<file path="config.mk">
export PLATFORM = sky130hd
export DESIGN_NAME = csio_top
export DESIGN_NICKNAME = d
export VERILOG_FILES = /design/src/rtl/csio_pkg.sv /design/src/rtl/csio_regs.sv /design/src/rtl/csio_baud.sv /design/src/rtl/csio_shifter.sv /design/src/rtl/csio_top.sv
export SDC_FILE = /design/constraint.sdc
export NUM_CORES = 1
export LEC_CHECK = 0
export ABC_AREA = 1
export CAP_MARGIN = 30
export CORE_MARGIN = 2
export CORE_UTILIZATION = 40
export CTS_CLUSTER_DIAMETER = 60
export CTS_CLUSTER_SIZE = 30
export DETAILED_ROUTE_END_ITERATION = 6
export DONT_BUFFER_PORTS = 1
export GPL_TIMING_DRIVEN = 0
export PLACE_DENSITY = 0.55
export SLEW_MARGIN = 15
export SYNTH_ARGS = -nofsm -noshare
export SYNTH_HDL_FRONTEND = slang
export SYNTH_HIERARCHICAL = 1
export SYNTH_SLANG_ARGS = --single-unit
</file>
<file path="constraint.sdc">
create_clock -name clk -period 2.6 [get_ports clk]
set_input_delay 0.52 -clock clk [delete_from_list [all_inputs] [get_ports clk]]
set_output_delay 0.52 -clock clk [all_outputs]
set_load 0.01 [all_outputs]
</file>
<file path="src/rtl/csio_pkg.sv">
package csio_pkg;

    localparam int unsigned FRAME_BITS = 8;
    localparam int unsigned PRE_W      = 6;

    localparam logic [2:0] ADDR_MODE = 3'd0;
    localparam logic [2:0] ADDR_CTRL = 3'd1;
    localparam logic [2:0] ADDR_DIV  = 3'd2;
    localparam logic [2:0] ADDR_TX   = 3'd3;
    localparam logic [2:0] ADDR_RX   = 3'd4;

    localparam logic [2:0] MODE_SYNC = 3'b001;

    typedef enum logic [1:0] {
        SRC_DIV1  = 2'b00,
        SRC_DIV8  = 2'b01,
        SRC_DIV32 = 2'b10,
        SRC_RSVD  = 2'b11
    } clk_src_e;

    typedef struct packed {
        logic     msb_first;
        logic     pol;
        logic     od;
        clk_src_e src;
    } ctrl_t;

    typedef struct packed {
        logic       clk_ext;
        logic [2:0] func;
    } mode_t;

    // prescale ratio minus one; the reserved code falls back to divide-by-1
    function automatic logic [PRE_W-1:0] pre_last(clk_src_e s);
        case (s)
            SRC_DIV8:  pre_last = PRE_W'(7);
            SRC_DIV32: pre_last = PRE_W'(31);
            default:   pre_last = '0;
        endcase
    endfunction

endpackage

</file>
<file path="src/rtl/csio_regs.sv">
module csio_regs
    import csio_pkg::*;
#(
    parameter int unsigned REG_W = 8
) (
    input  logic             clk,
    input  logic             rst,
    input  logic             wr_en,
    input  logic             rd_en,
    input  logic [2:0]       addr,
    input  logic [REG_W-1:0] wdata,
    input  logic             tx_empty,
    input  logic [REG_W-1:0] rx_byte,
    input  logic             rx_done,
    output logic [REG_W-1:0] rdata,
    output mode_t            mode_q,
    output ctrl_t            ctrl_q,
    output logic [REG_W-1:0] div_q,
    output clk_src_e         src_eff,
    output logic             tx_wr,
    output logic             rx_full
);
    logic rx_rd;

    assign tx_wr = wr_en && (addr == ADDR_TX);
    assign rx_rd = rd_en && (addr == ADDR_RX);

    always_ff @(posedge clk) begin
        if (rst) begin
            mode_q  <= '0;
            ctrl_q  <= '0;
            div_q   <= '0;
            src_eff <= SRC_DIV1;
            rx_full <= 1'b0;
        end else begin
            if (wr_en && addr == ADDR_MODE)
                mode_q <= '{clk_ext: wdata[3], func: wdata[2:0]};
            if (wr_en && addr == ADDR_CTRL)
                ctrl_q <= '{msb_first: wdata[7], pol: wdata[6], od: wdata[5],
                            src: clk_src_e'(wdata[1:0])};
            if (wr_en && addr == ADDR_DIV) begin
                div_q   <= wdata;
                src_eff <= ctrl_q.src;
            end
            if (rx_done)
                rx_full <= 1'b1;
            else if (rx_rd)
                rx_full <= 1'b0;
        end
    end

    always_comb begin
        rdata = '0;
        case (addr)
            ADDR_MODE: rdata[3:0] = {mode_q.clk_ext, mode_q.func};
            ADDR_CTRL: rdata = REG_W'({ctrl_q.msb_first, ctrl_q.pol, ctrl_q.od,
                                       1'b0, tx_empty, 1'b0, ctrl_q.src});
            ADDR_DIV:  rdata = div_q;
            ADDR_RX:   rdata = rx_byte;
            default:   rdata = '0;
        endcase
    end
endmodule

</file>
<file path="src/rtl/csio_baud.sv">
module csio_baud
    import csio_pkg::*;
#(
    parameter int unsigned DIV_W = 8
) (
    input  logic             clk,
    input  logic             rst,
    input  logic             run,
    input  clk_src_e         src,
    input  logic [DIV_W-1:0] div,
    output logic             half
);
    logic [PRE_W-1:0] pre_cnt;
    logic [DIV_W-1:0] div_cnt;
    logic [PRE_W-1:0] pre_lim;
    logic             tick;

    assign pre_lim = pre_last(src);
    assign tick    = run && (pre_cnt == pre_lim);
    assign half    = tick && (div_cnt == div);

    always_ff @(posedge clk) begin
        if (rst || !run) begin
            pre_cnt <= '0;
            div_cnt <= '0;
        end else if (tick) begin
            pre_cnt <= '0;
            div_cnt <= (div_cnt == div) ? '0 : div_cnt + 1'b1;
        end else begin
            pre_cnt <= pre_cnt + 1'b1;
        end
    end
endmodule

</file>
<file path="src/rtl/csio_shifter.sv">
module csio_shifter
    import csio_pkg::*;
#(
    parameter int unsigned W = FRAME_BITS
) (
    input  logic         clk,
    input  logic         rst,
    input  logic         enable,
    input  logic         clk_ext,
    input  logic         pol,
    input  logic         msb_first,
    input  logic         start,
    input  logic [W-1:0] start_data,
    input  logic         half,
    input  logic         sclk_i,
    input  logic         rxd_i,
    output logic         busy,
    output logic         txd,
    output logic         sclk_int,
    output logic [W-1:0] rx_data,
    output logic         frame_end
);
    localparam int unsigned CNT_W = $clog2(W);

    logic [W-1:0]     tx_sr, rx_sr, hold_data, rx_next;
    logic             hold_full;
    logic [CNT_W-1:0] cnt;
    logic [2:0]       sync;
    logic             ext_fall, ext_rise, launch, sample;

    assign ext_fall  = sync[2] && !sync[1];
    assign ext_rise  = !sync[2] && sync[1];
    assign launch    = busy && (clk_ext ? (pol ? ext_rise : ext_fall)
                                        : (half && sclk_int == !pol));
    assign sample    = busy && (clk_ext ? (pol ? ext_fall : ext_rise)
                                        : (half && sclk_int == pol));
    assign rx_next   = msb_first ? {rx_sr[W-2:0], rxd_i} : {rxd_i, rx_sr[W-1:1]};
    assign frame_end = sample && (cnt == CNT_W'(W-1));

    always_ff @(posedge clk) begin
        if (rst) begin
            busy      <= 1'b0;
            hold_full <= 1'b0;
            hold_data <= '0;
            tx_sr     <= '0;
            rx_sr     <= '0;
            rx_data   <= '0;
            cnt       <= '0;
            txd       <= 1'b1;
            sclk_int  <= 1'b1;
            sync      <= 3'b111;
        end else begin
            sync <= {sync[1:0], sclk_i};
            if (!enable) begin
                busy      <= 1'b0;
                hold_full <= 1'b0;
                sclk_int  <= !pol;
            end else begin
                if (!busy)
                    sclk_int <= !pol;
                else if (half && !clk_ext)
                    sclk_int <= !sclk_int;

                if (start && !busy) begin
                    tx_sr <= start_data;
                    busy  <= 1'b1;
                    cnt   <= '0;
                end else if (start && !(frame_end && !hold_full)) begin
                    hold_data <= start_data;
                    hold_full <= 1'b1;
                end

                if (launch) begin
                    txd   <= msb_first ? tx_sr[W-1] : tx_sr[0];
                    tx_sr <= msb_first ? {tx_sr[W-2:0], 1'b0} : {1'b0, tx_sr[W-1:1]};
                end

                if (sample) begin
                    rx_sr <= rx_next;
                    if (frame_end) begin
                        rx_data <= rx_next;
                        cnt     <= '0;
                        if (hold_full) begin
                            tx_sr     <= hold_data;
                            hold_full <= start;
                        end else if (start) begin
                            tx_sr <= start_data;
                        end else begin
                            busy <= 1'b0;
                        end
                    end else begin
                        cnt <= cnt + 1'b1;
                    end
                end
            end
        end
    end
endmodule

</file>
<file path="src/rtl/csio_top.sv">
module csio_top
    import csio_pkg::*;
#(
    parameter int unsigned REG_W = 8
) (
    input  logic             clk,
    input  logic             rst,
    input  logic             wr_en,
    input  logic             rd_en,
    input  logic [2:0]       addr,
    input  logic [REG_W-1:0] wdata,
    output logic [REG_W-1:0] rdata,
    input  logic             sclk_i,
    output logic             sclk_o,
    output logic             sclk_oe,
    output logic             txd_o,
    input  logic             rxd_i,
    output logic             od_sel,
    output logic             tx_empty,
    output logic             rx_full
);
    mode_t             mode_q;
    ctrl_t             ctrl_q;
    clk_src_e          src_eff;
    logic [REG_W-1:0]  div_q;
    logic [FRAME_BITS-1:0] rx_data;
    logic              tx_wr, busy, half, frame_end, enabled, pol_w;

    assign enabled  = (mode_q.func == MODE_SYNC);
    assign pol_w    = ctrl_q.pol;
    assign tx_empty = !busy;
    assign sclk_oe  = enabled && !mode_q.clk_ext;
    assign od_sel   = ctrl_q.od;

    csio_regs #(.REG_W(REG_W)) u_regs (
        .clk(clk), .rst(rst), .wr_en(wr_en), .rd_en(rd_en), .addr(addr),
        .wdata(wdata), .tx_empty(tx_empty), .rx_byte(REG_W'(rx_data)),
        .rx_done(frame_end), .rdata(rdata), .mode_q(mode_q), .ctrl_q(ctrl_q),
        .div_q(div_q), .src_eff(src_eff), .tx_wr(tx_wr), .rx_full(rx_full)
    );

    csio_baud #(.DIV_W(REG_W)) u_baud (
        .clk(clk), .rst(rst), .run(busy && !mode_q.clk_ext),
        .src(src_eff), .div(div_q), .half(half)
    );

    csio_shifter #(.W(FRAME_BITS)) u_shift (
        .clk(clk), .rst(rst), .enable(enabled), .clk_ext(mode_q.clk_ext),
        .pol(ctrl_q.pol), .msb_first(ctrl_q.msb_first), .start(tx_wr),
        .start_data(wdata[FRAME_BITS-1:0]), .half(half), .sclk_i(sclk_i),
        .rxd_i(rxd_i), .busy(busy), .txd(txd_o), .sclk_int(sclk_o),
        .rx_data(rx_data), .frame_end(frame_end)
    );
endmodule

</file>
Word-level counts from Yosys, hierarchy flattened
Cells that the tools add are included.
{"block": "totals", "word_cells": 114, "regBits": 76, "out_inout_bits": 14}
{"block": "op_classes", "n_reduce_logical": 40, "addsub": 3, "n_eq_ne": 13, "bitwise_logic": 2, "mux": 35}
{"op": "two-way mux 8 bit", "count": 9}
{"op": "logical AND 1 bit", "count": 20}
{"op": "two-way mux 1 bit", "count": 20}
{"op": "case mux 4 bit (4 select lines)", "count": 1}
{"op": "case mux 4 bit (3 select lines)", "count": 1}
{"op": "case mux 5 bit (2 select lines)", "count": 1}
{"op": "logical NOT 1 bit", "count": 9}
{"op": "two-way mux 3 bit", "count": 3}
{"op": "adder 8 x 1 -> 8 bit (second input constant)", "count": 1}
{"op": "== test 8 bit", "count": 1}
{"op": "adder 6 x 1 -> 6 bit (second input constant)", "count": 1}
{"op": "== test 3 x 1 -> 1 bit (second input constant)", "count": 2}
{"op": "== test 3 x 2 -> 1 bit (second input constant)", "count": 2}
{"op": "== test 3 bit (second input constant)", "count": 2}
{"op": "== test 6 x 5 -> 1 bit", "count": 1}
{"op": "AND reduction 2 bit", "count": 3}
{"op": "AND reduction 3 bit", "count": 2}
{"op": "nonzero test 2 bit", "count": 2}
{"op": "OR reduction 2 bit", "count": 2}
{"op": "adder 3 x 1 -> 3 bit (second input constant)", "count": 1}
{"op": "logical NOT 3 bit", "count": 1}
{"op": "!= test 3 bit (second input constant)", "count": 1}
{"op": "== test 1 bit", "count": 2}
{"op": "== test 2 x 1 -> 1 bit (second input constant)", "count": 1}
{"op": "3 further kinds", "count": 4}

Depth between registers and ports, before layout
{"block": "depth", "depth_word": 17, "mapped_depth": 18}

Hierarchy
The synthesis kept the hierarchy.
{"mod": "csio_shifter", "seq_area_each_um2": 840.8, "area_per_inst_um2": 2389.8, "cells_each": 365, "n_inst": 1}
{"mod": "csio_regs", "seq_area_each_um2": 400.4, "area_per_inst_um2": 1194.9, "cells_each": 171, "n_inst": 1}
{"mod": "csio_baud", "seq_area_each_um2": 280.3, "area_per_inst_um2": 940.9, "cells_each": 146, "n_inst": 1}
{"mod": "csio_top", "seq_area_each_um2": 0.0, "area_per_inst_um2": 35.0, "cells_each": 7, "n_inst": 1}

Worst setup path before layout
OpenSTA, ideal clock, no wires.
{"block": "synth_path", "path_type": "register -> register", "startpoint": "reg u_shift.busy", "endpoint": "reg u_shift.tx_sr[7]", "path_buffers": 2, "path_stages_with_launch": 18, "required_ns": 2.468, "arrival_time_ns": 2.045, "setup_ns": 0.132, "slack_ns": 0.422, "path_cell_list": "dfxtp_1 inv_1 nor2_1 inv_1 nor2_1 nand3_4 nor2_8 nand3_2 inv_1 nand3_2 nand2_2 buf_6 nand3_4 buf_6 nor2_1 nor2_1 nand2_1 a21oi_1"}
{"block": "synth_between", "word_cells_on_any_way": 18, "classes_between": "mux (8); reduce/logical (10)"}
{"item": "from (decl)", "line": "csio_shifter.sv:17", "source": "output logic busy,"}
{"item": "from (signal assigned)", "line": "csio_shifter.sv:42", "source": "busy <= 1'b0;"}
{"item": "from (signal assigned)", "line": "csio_shifter.sv:55", "source": "busy <= 1'b0;"}
{"item": "from (signal assigned)", "line": "csio_shifter.sv:66", "source": "busy <= 1'b1;"}
{"item": "logical NOT 1 bit (*)"}
{"item": "named net tx_empty", "line": "csio_top.sv:19", "source": "output logic tx_empty,"}
{"item": "logical AND 1 bit (*)", "line": "csio_shifter.sv:64", "source": "if (start && !busy) begin"}
{"item": "two-way mux 8 bit (*)", "line": "csio_shifter.sv:64"}
{"item": "two-way mux 8 bit (*)", "line": "csio_shifter.sv:73", "source": "if (launch) begin"}
{"item": "two-way mux 8 bit", "line": "csio_shifter.sv:86", "source": "end else if (start) begin"}
{"item": "two-way mux 8 bit", "line": "csio_shifter.sv:83", "source": "if (hold_full) begin"}
{"item": "two-way mux 8 bit", "line": "csio_shifter.sv:80", "source": "if (frame_end) begin"}
{"item": "two-way mux 8 bit (*)", "line": "csio_shifter.sv:78", "source": "if (sample) begin"}
{"item": "to (signal assigned)", "line": "csio_shifter.sv:75", "source": "tx_sr <= msb_first ? {tx_sr[W-2:0], 1'b0} : {1'b0, tx_sr[W-1:1]};"}
{"item": "to (signal assigned)", "line": "csio_shifter.sv:84", "source": "tx_sr <= hold_data;"}
{"item": "to (signal assigned)", "line": "csio_shifter.sv:87", "source": "tx_sr <= start_data;"}
{"item": "to (decl)", "line": "csio_shifter.sv:25", "source": "logic [W-1:0] tx_sr, rx_sr, hold_data, rx_next;"}
The timed path passes the listed nets; every way through them passes the cells marked *.
A chain may end at the register's enable or synchronous reset.

Worst setup path in the final report
{"block": "layout_path", "startpoint": "reg u_regs.src_eff[0]", "endpoint": "reg u_shift.cnt[1]"}
{"block": "layout_between", "elab_chain_cells": 11, "word_cells_on_any_way": 14, "classes_between": "eq/ne (3); mux (4); reduce/logical (7)"}
{"item": "from (decl)", "line": "csio_regs.sv:19", "source": "output clk_src_e src_eff,"}
{"item": "from (signal assigned)", "line": "csio_regs.sv:43", "source": "src_eff <= ctrl_q.src;"}
{"item": "== test 2 bit / == test 2 x 1 -> 1 bit (equally long branches)", "line": "csio_pkg.sv:35", "source": "case (s)"}
{"item": "case mux 5 bit (2 select lines) (*)", "line": "csio_pkg.sv:35"}
{"item": "== test 6 x 5 -> 1 bit (*)", "line": "csio_baud.sv:19", "source": "assign tick = run && (pre_cnt == pre_lim);"}
{"item": "logical AND 1 bit (*)", "line": "csio_baud.sv:19"}
{"item": "logical AND 1 bit (*)", "line": "csio_baud.sv:20", "source": "assign half = tick && (div_cnt == div);"}
{"item": "named net half", "line": "csio_top.sv:27", "source": "logic tx_wr, busy, half, frame_end, enabled, pol_w;"}
{"item": "logical AND 1 bit (*)", "line": "csio_shifter.sv:36", "source": ": (half && sclk_int == pol));"}
{"item": "two-way mux 1 bit (*)", "line": "csio_shifter.sv:35", "source": "assign sample = busy && (clk_ext ? (pol ? ext_fall : ext_rise)"}
{"item": "logical AND 1 bit (*)", "line": "csio_shifter.sv:35"}
{"item": "logical AND 1 bit", "line": "csio_shifter.sv:38", "source": "assign frame_end = sample && (cnt == CNT_W'(W-1));"}
{"item": "two-way mux 3 bit", "line": "csio_shifter.sv:80"}
{"item": "two-way mux 3 bit", "line": "csio_shifter.sv:78"}
{"item": "to (signal assigned)", "line": "csio_shifter.sv:92", "source": "cnt <= cnt + 1'b1;"}
{"item": "to (decl)", "line": "csio_shifter.sv:27", "source": "logic [CNT_W-1:0] cnt;"}
Marks and branches as above.

==> impl_metrics.ini <==
[place]
numPortBuffers = 0
gp_congestion = 0.9162
place_ws_ns = -0.09013
dp.cells = 829
dp_hpwl_um = 9379

[critical_path]
rr_startpoint = u_regs/src_eff[0]
cp_max_fo = 10
crit_arrival_ns = 2.57
crit_type = register to register
rr_worst_depth = 17
critPathBufInv = 5
worstPathRequired_ns = 2.80
r2r_end = u_shift/cnt[1]
slowest_delay_ns = 0.34
reg2reg_setup_slack_ns = 0.23
slowest_stage = dfxtp_1
crit_path_end_kind = register
crit_family = simple AND/OR/NAND/NOR gates
startpoint_type = register
path_cells = inv_1 > ha_1 > inv_1 > nand2_1 > nor2_2 > nor2_4 > nor2_8 > nand3_2 > inv_2 > nand3_2 > nand2_2 > nand2_1 > nor2_4 > inv_2 > buf_4 > nand3_1 > a21oi_1

[sta]
finalMaxSlewViolations = 0
hold_viol = 0
whs_ns = 0.2529
max_freq_mhz = 421.6
worstMarginPinSlew_ns = 0.6522
period_needed_ns = 2.372
worst_slack_ns = 0.2280
finClkSkew_ns = 0.007404
setup_viol = 0
finalCritPeriodShare = 0.9123
grt_setup_unrepaired = false
slew_headroom = 0.5636

[die]
fp.dieArea_um2 = 12270
die_w_um = 110.8
start_util = 0.4152
die_y_um = 110.8
coreArea_um2 = 10980
pin_count = 31
rows = 38

[detailed_routing]
viasPerCell = 5.085
met2_length_um = 5672
top_layer = met4
vias = 4317
drtIter0Drc = 340
drc = 0
route.antenna.remaining_nets = 0
routed-wl-met3_um = 561
avgRoutedWirePerCell_um = 14.46
wirelength_met1_um = 5793
drt_pass1_iterations = 5
postRouteWirelength_um = 12280

[finish]
drive_gt1_frac = 0.1128
area_growth_pct = 11.14
final_core_util = 0.4615
instances_no_fill = 849
diodes = 0
nets = 726

[logic_synthesis]
ys_ff_latch = 76
synth_area_um2 = 4561
synth_cell_type_count = 38
synth_ff_type = dfxtp_1
yosysWarningCount = 6
synth_top_cell_area_share = 0.3336
synth_cells = 689
synth-async-reset-ratio = 0
ys_seq_area_frac = 0.3336
synth.net_count = 711
syn_avg_cell_area_um2 = 6.619
synth.cells.most_frequent = nand2_1, dfxtp_1, inv_1, nor2_1, nand4_1
synth_edf_count = 0
yosysTopAreaCell = dfxtp_1
synth_most_common_cell = nand2_1
synth_area_leaders = dfxtp_1, nand2_1, nand4_1

[pwr]
peakVddDrop_mv = 0.4292
p_per_area_nw_per_um2 = 517.9
p_leak_uw = 0.002025

[cts]
numClockSinks = 76
clk_root_buffer_cell = clkbuf_16
cts_buffer_depth = 2
clock_latency_ns = 0.33
cts_tree = built
h-tree-depth = 3
clk_pin_slew_ns = 0.06
numCtsBuffers = 9

[worst_hold_path]
min_to = u_regs/rx_full
hold_class = input pin to register
min_from = rst
whs_path_depth = 1

[global_routing]
grt_max_degree = 13
antenna_found_initial = 0
overflow = 0
grt_pass1_vias = 4074
grt_use_total = 0.2019
grt_pass1_wl_um = 20320

[status]
outcome = completed

[job]
drv_cap = 0
## worst register-to-register path, delay by kind of cell (launching register included)
family / cells / cell delay (ns)
adder cells (fa/ha/maj): 1 / 0.30
AND/OR/NAND/NOR: 10 / 1.02
buffers and inverters: 5 / 0.50
flip-flops: 1 / 0.34
AO/OA/AOI/OAI: 1 / 0.06
## metrics by stage
step                instance area (µm²)  TNS (ns)  power (µW)
floorplan                          4561         0        1357
global placement                   4736   -0.5406        1397
detailed placement                 4736   -0.7191        1399
CTS                                5034         0        2660
global route                       5069         0        2732
finish                             5069         0        2625
## power breakdown
group          internal (µW)  switching, µW  leakage [µW]
clock                    773            479      0.000140
combinational           56.8            126       0.00127
sequential              1180           14.0      0.000615
total                   2010            618       0.00203
## logic make-up (layout without fill, tap and decap cells)
kind of cell             after synthesis  in the layout  synth area share
AND/OR/NAND/NOR                      409            409            0.4343
AO/OA/AOI/OAI                         83             83           0.09493
adder cells (fa/ha/maj)                5              5           0.01372
XOR/XNOR                               8              8           0.01536
buffers and inverters                107            127            0.1059
flip-flops                            76             76            0.3336
multiplexers                           1              1          0.002195
## timing repair
item                                   4_1_cts  5_1_grt
pin swaps                                    0        2
buffers inserted                             0        4
endpoints found under the hold margin        0        0
hold buffers                                 0        0
resized for setup                            1        5
setup endpoints to repair                   23       38
## cells in the final DEF (no fill, tap or decap), types with 4 or more instances in the layout
cell and count:
a21oi_1 41, or2_2 4, clkbuf_1 15, inv_2 9
nor2_2 9, clkbuf_16 9, inv_1 69, nand4_1 48
dfxtp_1 75, o21ai_0 36, buf_4 6, nand2_1 209
buf_6 6, xnor2_1 6, nor2_1 70, nor2_8 4
nand3_2 9, ha_1 5, nor2_4 4, nand3_1 41
## layer usage
metal / vias up / global-route usage
met1: 1942 / 0.2648
met4: 0 / 0.07250
li1: 2266 / -
met3: 18 / 0.04593
met5: - / 0
met2: 91 / 0.3256
## sequential cells by signal, summed over array words and instances, names as in the netlist
name               count
u_shift/hold_full      1
u_shift/sclk_int       1
u_shift/sync           3
u_regs/rx_full         1
u_regs/div_q           8
u_shift/busy           1
u_regs/src_eff         2
u_shift/rx_sr          8
u_shift/rx_data        8
u_shift/tx_sr          8
u_baud/pre_cnt         6
u_shift/cnt            3
u_baud/div_cnt         8
u_shift/hold_data      8
u_regs/ctrl_q          5
u_regs/mode_q          4
u_shift/txd            1
## area by class of cell
type / count / area [µm²]
Fill cell: 1155 / 5914
Multi-Input combinational cell: 506 / 2561
Sequential cell: 76 / 1523
Inverter: 82 / 321.6
Clock buffer: 13 / 250.2
Tap cell: 140 / 175.2
Buffer: 25 / 161.4
Clock inverter: 3 / 46.29
Timing Repair Buffer: 4 / 30.03
## worst max-delay path by stage
stage,cells after the start,start,to,slack [ns]
floorplan,17,u_shift/busy,u_shift/tx_sr[7],0.42
global placement,16,u_shift/busy,u_shift/cnt[2],-0.08
detailed placement,16,u_shift/busy,u_shift/cnt[1],-0.09
CTS,16,u_shift/busy,u_shift/cnt[1],0.006
global route,17,u_regs/src_eff[0],u_shift/cnt[1],0.008
finish,17,u_regs/src_eff[0],u_shift/cnt[1],0.23
No activity file was read; power rests on OpenSTA's default activity.
